`config.mk`:
```
export PLATFORM = sky130hd
export DESIGN_NAME = fpnan_result_sel
export DESIGN_NICKNAME = d
export VERILOG_FILES = /design/src/rtl/fpnan_pkg.sv /design/src/rtl/fpnan_classify.sv /design/src/rtl/fpnan_pair_pick.sv /design/src/rtl/fpnan_result_sel.sv
export SDC_FILE = /design/constraint.sdc
export NUM_CORES = 1
export LEC_CHECK = 0
export CORE_MARGIN = 8
export CORE_UTILIZATION = 48
export DETAILED_ROUTE_END_ITERATION = 8
export GPL_ROUTABILITY_DRIVEN = 0
export PLACE_DENSITY = 0.85
export SKIP_LAST_GASP = 1
export SLEW_MARGIN = 25
export SYNTH_ARGS = -nofsm -noshare
export SYNTH_HDL_FRONTEND = slang
export SYNTH_HIERARCHICAL = 1
export SYNTH_SLANG_ARGS = --single-unit
```
`constraint.sdc`:
```
create_clock -name clk_i -period 1.4 [get_ports clk_i]
set_clock_uncertainty 0.1 [all_clocks]
set_input_delay 0.21 -clock clk_i [delete_from_list [all_inputs] [get_ports clk_i]]
set_output_delay 0.21 -clock clk_i [all_outputs]
set_load 0.01 [all_outputs]
```
`src/rtl/fpnan_pkg.sv`:
```
package fpnan_pkg;
  localparam int unsigned WORD_W = 32;
  localparam int unsigned EXP_W  = 8;
  localparam int unsigned FRAC_W = 23;
  localparam int unsigned QBIT   = FRAC_W - 1;
  localparam logic [WORD_W-1:0] INVALID_WORD = 32'h7FFF_FFFF;

  typedef enum logic [1:0] {
    OPC_BINARY = 2'b00,
    OPC_FUSED  = 2'b01,
    OPC_CMP    = 2'b10,
    OPC_CMP_X  = 2'b11
  } op_class_e;

  typedef struct packed {
    logic              ovr;
    logic [WORD_W-1:0] word;
    logic              inv;
  } sel_res_t;

  function automatic logic is_nan(input logic [WORD_W-1:0] w);
    return (&w[WORD_W-2 -: EXP_W]) && (|w[FRAC_W-1:0]);
  endfunction

  function automatic logic is_snan(input logic [WORD_W-1:0] w);
    return is_nan(w) && !w[QBIT];
  endfunction

  function automatic logic [WORD_W-1:0] quieten(input logic [WORD_W-1:0] w);
    logic [WORD_W-1:0] r;
    r = w;
    r[QBIT] = 1'b1;
    return r;
  endfunction
endpackage

```
`src/rtl/fpnan_classify.sv`:
```
module fpnan_classify
  import fpnan_pkg::*;
(
  input  logic [WORD_W-1:0] word_i,
  output logic              nan_o,
  output logic              snan_o,
  output logic [WORD_W-1:0] quiet_o
);
  assign nan_o   = is_nan(word_i);
  assign snan_o  = is_snan(word_i);
  assign quiet_o = quieten(word_i);
endmodule

```
`src/rtl/fpnan_pair_pick.sv`:
```
module fpnan_pair_pick
  import fpnan_pkg::*;
(
  input  logic              a_nan_i,
  input  logic              a_snan_i,
  input  logic [WORD_W-1:0] a_quiet_i,
  input  logic              b_nan_i,
  input  logic              b_snan_i,
  input  logic [WORD_W-1:0] b_quiet_i,
  output logic              any_nan_o,
  output logic [WORD_W-1:0] word_o
);
  // src2 (b) wins ties; signalling beats quiet
  always_comb begin
    any_nan_o = a_nan_i | b_nan_i;
    word_o    = '0;
    if (a_nan_i && b_nan_i) begin
      if (a_snan_i && !b_snan_i) word_o = a_quiet_i;
      else                       word_o = b_quiet_i;
    end else if (a_nan_i) begin
      word_o = a_quiet_i;
    end else if (b_nan_i) begin
      word_o = b_quiet_i;
    end
  end

  always_comb begin
    if (any_nan_o) assert (word_o[QBIT] && (&word_o[WORD_W-2 -: EXP_W]))
      else $error("AST_PAIR_QUIET");
  end
endmodule

```
`src/rtl/fpnan_result_sel.sv`:
```
module fpnan_result_sel
  import fpnan_pkg::*;
(
  input  logic              clk_i,
  input  logic              rst_ni,
  input  logic              in_valid_i,
  input  logic [1:0]        op_class_i,
  input  logic [WORD_W-1:0] src1_i,
  input  logic [WORD_W-1:0] src2_i,
  input  logic [WORD_W-1:0] dest_i,
  input  logic              dp_invalid_i,
  output logic              out_valid_o,
  output logic              ovr_valid_o,
  output logic [WORD_W-1:0] result_o,
  output logic              invalid_o
);
  localparam int unsigned N_OPND = 3;

  logic [WORD_W-1:0] opnd    [N_OPND];
  logic [WORD_W-1:0] q_word  [N_OPND];
  logic [N_OPND-1:0] nan_v, snan_v;

  assign opnd[0] = src1_i;
  assign opnd[1] = src2_i;
  assign opnd[2] = dest_i;

  for (genvar g = 0; g < N_OPND; g++) begin : g_cls
    fpnan_classify u_cls (
      .word_i (opnd[g]),
      .nan_o  (nan_v[g]),
      .snan_o (snan_v[g]),
      .quiet_o(q_word[g])
    );
  end

  logic              pair_nan;
  logic [WORD_W-1:0] pair_word;

  fpnan_pair_pick u_pair (
    .a_nan_i  (nan_v[0]),
    .a_snan_i (snan_v[0]),
    .a_quiet_i(q_word[0]),
    .b_nan_i  (nan_v[1]),
    .b_snan_i (snan_v[1]),
    .b_quiet_i(q_word[1]),
    .any_nan_o(pair_nan),
    .word_o   (pair_word)
  );

  op_class_e cls;
  sel_res_t  nxt;
  assign cls = op_class_e'(op_class_i);

  always_comb begin
    nxt = '0;
    unique case (cls)
      OPC_BINARY, OPC_FUSED: begin
        nxt.inv = snan_v[0] | snan_v[1] | dp_invalid_i |
                  ((cls == OPC_FUSED) & snan_v[2]);
        if ((cls == OPC_FUSED) && nan_v[2]) begin
          nxt.ovr  = 1'b1;
          nxt.word = q_word[2];
        end else if (pair_nan) begin
          nxt.ovr  = 1'b1;
          nxt.word = pair_word;
        end else if (dp_invalid_i) begin
          nxt.ovr  = 1'b1;
          nxt.word = INVALID_WORD;
        end
      end
      default: nxt = '0;  // comparison results pass untouched
    endcase
  end

  sel_res_t res_q;
  logic     vld_q;

  always_ff @(posedge clk_i or negedge rst_ni) begin
    if (!rst_ni) begin
      vld_q <= 1'b0;
      res_q <= '0;
    end else begin
      vld_q <= in_valid_i;
      if (in_valid_i) res_q <= nxt;
    end
  end

  assign out_valid_o = vld_q;
  assign ovr_valid_o = res_q.ovr;
  assign result_o    = res_q.word;
  assign invalid_o   = res_q.inv;

  AST_VALID_FOLLOWS: assert property (@(posedge clk_i) disable iff (!rst_ni)
    in_valid_i |=> out_valid_o);
  AST_IDLE_LOW: assert property (@(posedge clk_i) disable iff (!rst_ni)
    !in_valid_i |=> !out_valid_o);
  AST_NO_OVR_ZERO: assert property (@(posedge clk_i) disable iff (!rst_ni)
    (out_valid_o && !ovr_valid_o) |-> (result_o == '0));
  AST_OVR_QUIET: assert property (@(posedge clk_i) disable iff (!rst_ni)
    (out_valid_o && ovr_valid_o) |-> (result_o[QBIT] && (&result_o[WORD_W-2 -: EXP_W])));
  AST_INV_OVR: assert property (@(posedge clk_i) disable iff (!rst_ni)
    (out_valid_o && invalid_o) |-> ovr_valid_o);
  AST_CMP_QUIET: assert property (@(posedge clk_i) disable iff (!rst_ni)
    (in_valid_i && op_class_i[1]) |=> (!ovr_valid_o && !invalid_o));
endmodule

```
==> results.toml <==
[drt]
via_per_inst = 5.604
drc = 0
ant_nets = 0
vias = 3267
wl_per_cell_um = 20.63
wl_met1_mm = 4.628
wl_met3_mm = 1.067
wl_mm = 12.03
routed.top_layer = "met4"
drtPass1Iterations = 4
detail_route.iter0.violations = 229
met2_length_mm = 6.002

[timing]
setup_violations = 34
timing.final.crit_share_pct = 156.4
fmax_mhz = 456.8
setup_ws_ns = -0.7890
hold_violations = 0
slew_viol_final = 0
period_minus_slack_ns = 2.189
rsz0062_at_grt = "yes"

[grt]
grt-ovfl-total = 0
grt_pass1_vias = 3522
antenna_found_initial = 1
grt_max_degree = 32
grt_pass1_wl_mm = 18.26
grt_use_total_pct = 22.99

[layout]
final_util_pct = 68.62
drive_gt1_share_pct = 36.44
fillers = 586
area_growth_pct = 40.99
nNetsFinal = 585

[setup_path]
cp.arrival_ns = 2.29
worstPathMaxFanout = 11
critPathLaunchType = "input port"
worstPathRequired_ns = 1.50
crit_type = "in -> reg"
cp-end-kind = "flop"

[pwr]
combPwrFrac_pct = 31.8
pwr-share-seq_pct = 40.9
p_sw_share_pct = 29.69
ir_drop_mv = 0.3730
cellPowerDensity_nw_per_um2 = 564.3
pwr-share-clk_pct = 27.2
p_switching_uw = 820.4
leakage_uw = 0.002215
p_int_uw = 1943

[placement]
port_buffers = 136
dp_hpwl_mm = 8.429
pre_cts_slack_ns = -1.393

[die]
dieArea_um2 = 10210
die_w_um = 101.1
die_y_um = 101.1
core_area_um2 = 7137
initial_core_util_pct = 48.67
ios = 137
rows = 31

[synth]
ys_seq_area_share_pct = 25.22
synthTopCellsByArea = "dfrtp_1 (25%), buf_4 (21%), o22ai_2 (11%)"
yosysTopAreaCell = "dfrtp_1"
syn-cell-area_um2 = 3473
synth_top_area_share_pct = 25.22
ys.warnings.count = 6
synth_cell_type_count = 33
synth_edf_count = 0
synth_common_cells = "buf_4 (97), dfrtp_1 (35), inv_1 (34), and3_1 (32), nand2_1 (32)"
synth_most_common_cell = "buf_4"
async_flop_share_pct = 100.0
synthCells = 402
ys_ff_latch = 35
syn_avg_cell_area_um2 = 8.640
synth_fp_nets = 504
synth_flop_cell = "dfrtp_1"

[cts]
cts_buffers = 5
clock-root-buffer = "clkbuf_8"
clockBufferDepth = 2
clk_latency_ns = 0.28
path_clk_slew_ns = 0.07
ctsHtreeMaxLevel = 2
cts_num_sinks = 35
tritoncts = "built"

[outcome]
violations = "negative setup slack"
status = "finished, violations left"

[flow_run]
maxCapViolations = 0

[worst_hold_path]
worstHoldPathType = "in -> reg"
-- stage by stage --
stage	setup TNS, ns	area [um2]	cells	power [uW]	hold WS (ns)
floorplan	-24.10	3493	402	1645	-0.1856
global placement	-43.34	4355	552	2046	0.07447
detailed placement	-45.29	4355	552	2068	0.08942
CTS	-22.52	4766	581	2741	0.2029
global route	-25.84	4897	583	2883	0.1357
finish	-23.98	4897	583	2764	0.1296
-- cell type report --
class | count | area, um2 | share of cell area [%]
repair buffers | 190 | 1755 | 35.85
clock buffers | 6 | 82.58 | 1.686
multi-input cells | 217 | 1924 | 39.29
diodes | 1 | 2.502 | 0.05110
inverters | 34 | 127.6 | 2.606
well taps | 99 | 123.9 | 2.529
clock inverters | 1 | 5.005 | 0.1022
flip-flops and latches | 35 | 875.8 | 17.88
-- flip-flops by register name, indices dropped and copies added (netlist names) --
name         count
out_valid_o      1
result_o        32
ovr_valid_o      1
invalid_o        1
-- worst paths after layout --
check                                             start                  endpoint  slack, ns  cells after the start
worst max-delay path                         src2_i[11]  result_o[20]$_DFFE_PN0P_      -0.79                     11
worst min-delay path                          dest_i[8]   result_o[8]$_DFFE_PN0P_       0.13                      3
worst max register to register  ovr_valid_o$_DFFE_PN0P_   ovr_valid_o$_DFFE_PN0P_       0.55                      1
worst min register to register  ovr_valid_o$_DFFE_PN0P_   ovr_valid_o$_DFFE_PN0P_       0.43                      1
max in group asynchronous                        rst_ni  result_o[31]$_DFFE_PN0P_       0.43                      3
min in group asynchronous                        rst_ni  result_o[30]$_DFFE_PN0P_       0.31                      2
-- layer usage --
layer | global-route usage (%) | up-vias
li1 | - | 1497
met4 | 9.164 | 0
met2 | 39.93 | 176
met1 | 26.44 | 1570
met5 | 0 | -
met3 | 5.318 | 24
-- cells in the final DEF, fill, tap and decap left out, types with 9 or more instances in the layout --
| cell | instances |
|---|---|
| a22o_1 | 30 |
| and3_1 | 17 |
| and3_4 | 15 |
| buf_2 | 9 |
| buf_4 | 40 |
| buf_6 | 15 |
| clkdlybuf4s15_1 | 22 |
| clkdlybuf4s50_1 | 16 |
| dfrtp_1 | 35 |
| dlygate4sd2_1 | 60 |
| dlymetal6s2s_1 | 14 |
| inv_1 | 34 |
| nand2_1 | 30 |
| o21ai_0 | 19 |
| o21ai_1 | 12 |
| o22ai_2 | 30 |
-- cell families after synthesis --
kind of cell / after synthesis / share of synthesized area [%]
buffers and inverters: 156 / 30.04
other: 3 / 0.3242
and+or+nand+nor: 100 / 17.15
DFF: 35 / 25.22
AOI/OAI and AO/OA: 107 / 26.95
muxes: 1 / 0.3242
-- power by group through the flow --
stage / Clock [uW] / Combinational [uW] / Sequential [uW]
6_report: 753 / 880 / 1130
5_1_grt: 812 / 933 / 1140
4_1_cts: 757 / 853 / 1130
3_5_place_dp: 0 / 914 / 1150
3_3_place_gp: 0 / 896 / 1150
2_1_floorplan: 0 / 460 / 1190
-- critical path, stage by stage --
cell       delay, ns
buf_6           0.09
or4_4           0.54
nor2_4          0.16
a2111oi_4       0.09
nand2b_4        0.18
a21oi_4         0.24
clkbuf_16       0.20
a22o_1          0.15
nand2_1         0.05
and3_1          0.19
o22ai_1         0.16
-- repair_timing --
action,CTS,global route
hold endpoints to repair,17,0
setup endpoints to repair,69,34
hold buffers,1,0
gates resized for setup,200,69
cloned,8,0
pin swaps,54,45
buffers inserted,13,7
Power figures use the tool's default switching activity.
